$ cat config.mk
export PLATFORM = sky130hd
export DESIGN_NAME = ec_host_port
export DESIGN_NICKNAME = d
export VERILOG_FILES = /design/src/rtl/ec_pkg.sv /design/src/rtl/ec_ibf_timer.sv /design/src/rtl/ec_event_queue.sv /design/src/rtl/ec_cmd_fsm.sv /design/src/rtl/ec_host_port.sv
export SDC_FILE = /design/constraint.sdc
export NUM_CORES = 1
export LEC_CHECK = 0
export ABC_AREA = 1
export ABC_CLOCK_PERIOD_IN_PS = 5400
export BUFFER_PORTS_ARGS = -buffer_cell sky130_fd_sc_hd__buf_2
export CORE_ASPECT_RATIO = 2
export CORE_MARGIN = 2
export CORE_UTILIZATION = 57
export CTS_CLUSTER_SIZE = 20
export DETAILED_ROUTE_END_ITERATION = 8
export PLACE_DENSITY = 0.87
export SYNTH_ARGS = -nofsm -noshare
export SYNTH_HDL_FRONTEND = slang
export SYNTH_HIERARCHICAL = 1
export SYNTH_SLANG_ARGS = --single-unit
$ cat constraint.sdc
create_clock -name clk -period 5.4 [get_ports clk]
set_clock_uncertainty 0.2 [all_clocks]
set_input_delay 0 -clock clk [delete_from_list [all_inputs] [get_ports clk]]
set_output_delay 0 -clock clk [all_outputs]
set_load 0.05 [all_outputs]
$ cat src/rtl/ec_pkg.sv
package ec_pkg;
    localparam logic [7:0] CMD_READ      = 8'h80;
    localparam logic [7:0] CMD_WRITE     = 8'h81;
    localparam logic [7:0] CMD_BURST_ON  = 8'h82;
    localparam logic [7:0] CMD_BURST_OFF = 8'h83;
    localparam logic [7:0] CMD_QUERY     = 8'h84;

    localparam logic [1:0] SEL_DATA = 2'd0;
    localparam logic [1:0] SEL_CTRL = 2'd1;
    localparam logic [1:0] SEL_ICR  = 2'd2;

    typedef enum logic [2:0] {
        S_IDLE,
        S_RD_ADDR,
        S_RD_FETCH,
        S_WR_ADDR,
        S_WR_DATA
    } seq_state_t;
endpackage

$ cat src/rtl/ec_ibf_timer.sv
module ec_ibf_timer #(
    parameter int PROC_DLY = 3
) (
    input  logic clk,
    input  logic rst_n,
    input  logic accept,
    output logic ibf,
    output logic consume
);
    localparam int CW = (PROC_DLY < 2) ? 1 : $clog2(PROC_DLY);
    localparam logic [CW-1:0] LOAD = CW'(PROC_DLY - 1);

    logic [CW-1:0] cnt;

    assign consume = ibf && (cnt == '0);

    always_ff @(posedge clk) begin
        if (!rst_n) begin
            ibf <= 1'b0;
            cnt <= '0;
        end else if (!ibf && accept) begin
            ibf <= 1'b1;
            cnt <= LOAD;
        end else if (consume) begin
            ibf <= 1'b0;
        end else if (ibf) begin
            cnt <= cnt - 1'b1;
        end
    end
endmodule

$ cat src/rtl/ec_event_queue.sv
module ec_event_queue #(
    parameter int NUM_EVENTS = 8
) (
    input  logic                  clk,
    input  logic                  rst_n,
    input  logic [NUM_EVENTS-1:0] raise,
    input  logic                  pop,
    output logic                  any,
    output logic [7:0]            code
);
    logic [NUM_EVENTS-1:0] pend;
    logic [NUM_EVENTS-1:0] lowest;

    assign lowest = pend & (~pend + 1'b1);
    assign any    = |pend;

    always_comb begin
        code = 8'd0;
        for (int i = 0; i < NUM_EVENTS; i++) begin
            if (lowest[i]) code = 8'(i + 1);
        end
    end

    always_ff @(posedge clk) begin
        if (!rst_n) pend <= '0;
        else        pend <= (pend & ~(pop ? lowest : '0)) | raise;
    end
endmodule

$ cat src/rtl/ec_cmd_fsm.sv
module ec_cmd_fsm
    import ec_pkg::*;
(
    input  logic       clk,
    input  logic       rst_n,
    input  logic       consume,
    input  logic [7:0] in_byte,
    input  logic       in_cmd,
    input  logic [7:0] reg_rdata,
    input  logic [7:0] evt_code,
    output logic [7:0] reg_addr,
    output logic [7:0] reg_wdata,
    output logic       reg_we,
    output logic       reg_re,
    output logic       burst,
    output logic       load_req,
    output logic [7:0] load_val,
    output logic       evt_pop
);
    seq_state_t state, nxt;

    logic take_cmd, take_data, is_query;

    assign take_cmd  = consume && in_cmd;
    assign take_data = consume && !in_cmd;
    assign is_query  = take_cmd && (in_byte == CMD_QUERY);

    always_comb begin
        nxt = state;
        if (take_cmd) begin
            unique case (in_byte)
                CMD_READ:  nxt = S_RD_ADDR;
                CMD_WRITE: nxt = S_WR_ADDR;
                default:   nxt = S_IDLE;
            endcase
        end else if (take_data) begin
            unique case (state)
                S_RD_ADDR: nxt = S_RD_FETCH;
                S_WR_ADDR: nxt = S_WR_DATA;
                S_WR_DATA: nxt = S_IDLE;
                default:   nxt = state;
            endcase
        end else if (state == S_RD_FETCH) begin
            nxt = S_IDLE;
        end
    end

    always_ff @(posedge clk) begin
        if (!rst_n) state <= S_IDLE;
        else        state <= nxt;
    end

    always_ff @(posedge clk) begin
        if (!rst_n) begin
            reg_addr  <= 8'd0;
            reg_wdata <= 8'd0;
            reg_we    <= 1'b0;
            reg_re    <= 1'b0;
            burst     <= 1'b0;
        end else begin
            reg_we <= 1'b0;
            reg_re <= 1'b0;
            if (take_data) begin
                unique case (state)
                    S_RD_ADDR: begin
                        reg_addr <= in_byte;
                        reg_re   <= 1'b1;
                    end
                    S_WR_ADDR: reg_addr <= in_byte;
                    S_WR_DATA: begin
                        reg_wdata <= in_byte;
                        reg_we    <= 1'b1;
                    end
                    default: ;
                endcase
            end
            if (take_cmd) begin
                if (in_byte == CMD_BURST_ON)  burst <= 1'b1;
                if (in_byte == CMD_BURST_OFF) burst <= 1'b0;
            end
        end
    end

    assign load_req = (state == S_RD_FETCH) || is_query;
    assign load_val = (state == S_RD_FETCH) ? reg_rdata : evt_code;
    assign evt_pop  = is_query;
endmodule

$ cat src/rtl/ec_host_port.sv
module ec_host_port
    import ec_pkg::*;
#(
    parameter int PROC_DLY   = 3,
    parameter int NUM_EVENTS = 8
) (
    input  logic                  clk,
    input  logic                  rst_n,
    input  logic [1:0]            host_sel,
    input  logic                  host_wr,
    input  logic                  host_rd,
    input  logic [7:0]            host_wdata,
    output logic [7:0]            host_rdata,
    input  logic [NUM_EVENTS-1:0] evt_raise,
    input  logic                  smi_raise,
    output logic [7:0]            reg_addr,
    output logic [7:0]            reg_wdata,
    output logic                  reg_we,
    output logic                  reg_re,
    input  logic [7:0]            reg_rdata,
    output logic                  sci_irq,
    output logic                  smi_irq
);
    logic       ibf, consume, accept;
    logic [7:0] in_byte;
    logic       in_cmd;
    logic       obf;
    logic [7:0] data_q;
    logic [1:0] icr_en;
    logic       smi_pend;
    logic       burst, load_req, evt_pop, evt_any;
    logic [7:0] load_val, evt_code;
    logic [7:0] status;
    logic       icr_wr;

    assign accept = host_wr && (host_sel == SEL_DATA || host_sel == SEL_CTRL);
    assign icr_wr = host_wr && (host_sel == SEL_ICR);

    ec_ibf_timer #(.PROC_DLY(PROC_DLY)) u_timer (
        .clk(clk), .rst_n(rst_n), .accept(accept), .ibf(ibf), .consume(consume)
    );

    ec_event_queue #(.NUM_EVENTS(NUM_EVENTS)) u_events (
        .clk(clk), .rst_n(rst_n), .raise(evt_raise), .pop(evt_pop),
        .any(evt_any), .code(evt_code)
    );

    ec_cmd_fsm u_fsm (
        .clk(clk), .rst_n(rst_n), .consume(consume), .in_byte(in_byte),
        .in_cmd(in_cmd), .reg_rdata(reg_rdata), .evt_code(evt_code),
        .reg_addr(reg_addr), .reg_wdata(reg_wdata), .reg_we(reg_we),
        .reg_re(reg_re), .burst(burst), .load_req(load_req),
        .load_val(load_val), .evt_pop(evt_pop)
    );

    always_ff @(posedge clk) begin
        if (!rst_n) begin
            in_byte <= 8'd0;
            in_cmd  <= 1'b0;
        end else if (accept && !ibf) begin
            in_byte <= host_wdata;
            in_cmd  <= (host_sel == SEL_CTRL);
        end
    end

    always_ff @(posedge clk) begin
        if (!rst_n) begin
            data_q <= 8'd0;
            obf    <= 1'b0;
        end else if (load_req) begin
            data_q <= load_val;
            obf    <= 1'b1;
        end else if (host_rd && host_sel == SEL_DATA) begin
            obf    <= 1'b0;
        end
    end

    always_ff @(posedge clk) begin
        if (!rst_n) begin
            icr_en   <= 2'd0;
            smi_pend <= 1'b0;
        end else begin
            if (icr_wr) icr_en <= host_wdata[1:0];
            if (smi_raise)                    smi_pend <= 1'b1;
            else if (icr_wr && host_wdata[2]) smi_pend <= 1'b0;
        end
    end

    assign status = {1'b0, smi_pend, evt_any, burst, in_cmd, 1'b0, ibf, obf};

    always_comb begin
        unique case (host_sel)
            SEL_DATA: host_rdata = data_q;
            SEL_CTRL: host_rdata = status;
            SEL_ICR:  host_rdata = {6'd0, icr_en};
            default:  host_rdata = 8'd0;
        endcase
    end

    assign sci_irq = evt_any && icr_en[0];
    assign smi_irq = smi_pend && icr_en[1];
endmodule

==> run metrics <==
largest cells by area after synthesis dfxtp_1, nor2_1, nand2_1; post-route ant nets 0; critical path class reg -> reg; Critical Path Source Type register; CTS clk-pin slew, worst paths approximately 0.10 ns; CTS root buffer clkbuf_8; DR vias/cell 5.532; Clock Sink Count 54; flops & latches, synth 54; Starting Density between 50% and 60%; initial antenna violation count 0; post-DP HPWL approximately 4300 microns; Hold Vio Cnt, Final 0; area leader, netlist dfxtp_1; CP max stage delay 0.49 ns; WHS Endpoint u_events/pend[2]; core area 4339 sq um; Power Dens Cells roughly 260 nW/um^2; most common cell in the netlist nor2_1; die width 51.40 microns; Design Area, Final around 3400 sq um; largest net degree at the start of global routing 36; worst reg2reg path startpoint u_timer/cnt[0]; num rows 34; Hold Crit Start evt_raise[2]; Avg Inst Size Synth 7.402 sq um; register area share after synthesis approximately 42%; WHS Path Cells 4; initial drt markers 87; RSZ-0062 raised after global routing false; asr flop ratio synth 0%; Slew Limit Fails 0; max cap viols 0; Worst-Skew Late Latency between 0.3 and 0.4 ns; CTS tree done; Tcrit/Tclk final between 40% and 50%; layout net count roughly 480; top cell type's share of synthesized area a little over two fifths; DR DRC count 0; Total GRT Usage between 30% and 40%; worst path arrival time about 2.6 ns; worst r2r dst data_q[7]; EDFF count, synth 0; most used flip-flop cell after synthesis dfxtp_1; PnR Total Power 872.6 uW; WP data required approximately 5.4 ns; Worst Tran Pin Value 0.5749 ns; Num CTS Buffers 5; Layout Utilization 77.28%; critical path peak fanout 11; die area 5078 sq um; slowest CP cell o21ai_0; maximum VDD drop 0.0002531 V; remaining global-route overflow 0; H-tree depth 2; Tmin final approximately 2.7 ns; Post-Syn Area roughly 2600 sq um; post-cts resize count 0; leak pwr between 0.0015 and 0.002 uW; Synth cell types 32; final setup violating endpoints 0; slew margin rel. around 60%; Syn Inst Count roughly 350; r2r setup slk between 2 and 3 ns; Setup crit end kind register; drt pass-1 iters 5; WL per Instance 14.26 microns; status finished clean; first-pass GRT wire length 11960 microns; area added between synthesis and finish 30.92%; buffer and inverter count on the worst path 3; CTS Buffer Depth 2; CP delay by family, top compound AO/OA/AOI/OAI gates; layout cells sized above 1 23.20%; Placed Area between 2000 and 3000 sq um; Total Wirelength just over 7000 microns; input/output buffers just under 60; Yosys warnings 6; Reg2Reg Depth 11; FMAX roughly 0.38 GHz; die height about 99 microns; vias 2755; vias in the first global route about 2700; gpl congestion around 0.9; Post-synth top cells nor2_1, dfxtp_1, nand2_1, inv_1, a21oi_1; final setup TNS 0 ns; io pins 59; Ant. Diodes 0; hold crit path type in -> reg; CP Cell Sequence inv_1, ha_1, nand2_1, inv_1, nand2_1, nor2_1, nand2_1, o21ai_0, inv_1, o21ai_0, a21oi_1
## worst max path at each step
stage                   start   endpoint  slack, ns  cells past startpoint
2_1_floorplan  u_timer/cnt[0]  data_q[7]       3.38                     12
3_3_place_gp   u_timer/cnt[0]  data_q[7]       3.10                     11
3_5_place_dp   u_timer/cnt[0]  data_q[7]       3.00                     11
4_1_cts        u_timer/cnt[0]  data_q[7]       2.94                     11
5_1_grt        u_timer/cnt[0]  data_q[7]       2.46                     11
6_report       u_timer/cnt[0]  data_q[7]       2.75                     11
## registers in the layout (all words and copies together), names as in the netlist, 2 cells and up
signal / cells
icr_en: 2
u_fsm/reg_wdata: 8
u_fsm/state: 3
u_timer/cnt: 2
data_q: 8
u_events/pend: 8
in_byte: 8
u_fsm/reg_addr: 8
## final cells by class
class	instances	area, sq um
multi-input combinational	241	1241
sequential	54	1081
fill	307	985.9
timing repair buffer	101	720.7
inverter	40	150.1
clock buffer	5	68.82
tap	54	67.56
clock inverter	3	23.77
## metrics by stage
step                      instances  hold WS (ns)  setup slack [ns]
after floorplan                 349      -0.08909             3.383
after global placement          447      0.006514             3.101
after detailed placement        447       0.01845             3.003
after CTS                       498        0.2361             2.939
after global routing            498        0.2952             2.456
final                           498        0.2331             2.745
## report_power, final
part	switching, uW	internal, uW	total [uW]
clock network	140	93.0	233
registers	21.9	425	447
logic	117	75.8	193
## cell families after synthesis
family | count (synthesis) | share of synthesized area (%)
multiplexers | 8 | 3.517
AND/OR/NAND/NOR | 162 | 29.70
other | 1 | 0.1464
adder cells (fa/ha/maj) | 1 | 0.4884
flip-flops | 54 | 42.21
buffers and inverters | 54 | 9.770
AO/OA/AOI/OAI | 66 | 14.17
## routing by layer
metal	vias to the layer above	part of all wire, %	global-route usage, %
met2	150	53	54.64
met3	37	6.1	4.545
met4	0	5.0	16.80
met5	-	0	0
li1	1307	-	-
met1	1261	35	32.10
## cell usage in the layout, fill, tap and decap left out, types with 2 or more instances in the layout
| master | netlist | routed |
|---|---|---|
| buf_2 | 4 | 58 |
| nor2_1 | 57 | 57 |
| dfxtp_1 | 54 | 54 |
| nand2_1 | 48 | 48 |
| dlygate4sd3_1 | 0 | 43 |
| inv_1 | 35 | 35 |
| a21oi_1 | 29 | 29 |
| nand3_1 | 27 | 27 |
| o21ai_0 | 18 | 18 |
| o21ai_1 | 9 | 9 |
| nand4_1 | 8 | 8 |
| mux2_2 | 8 | 8 |
| nand2_2 | 7 | 7 |
| nor2_2 | 5 | 5 |
| clkbuf_8 | 0 | 5 |
| inv_2 | 4 | 4 |
| a21oi_2 | 4 | 4 |
| conb_1 | 1 | 4 |
| nor3_1 | 3 | 3 |
| a21boi_1 | 3 | 3 |
| clkinvlp_4 | 0 | 2 |
| nand3_2 | 2 | 2 |
| nor2_4 | 2 | 2 |
| o21ai_2 | 2 | 2 |
## worst register-to-register path, stage by stage, from the launching register on
cell,delay (ns)
dfxtp_1,0.32
inv_1,0.07
ha_1,0.16
nand2_1,0.06
inv_1,0.13
nand2_1,0.13
nor2_1,0.21
nand2_1,0.14
o21ai_0,0.49
inv_1,0.32
o21ai_0,0.24
a21oi_1,0.05
## what timing repair did
action | in CTS | in global routing
hold buffers | 43 | 0
buffers inserted | 0 | 0
hold endpoints to repair | 35 | 0
Note: power is estimated with default switching activity, not from simulation.
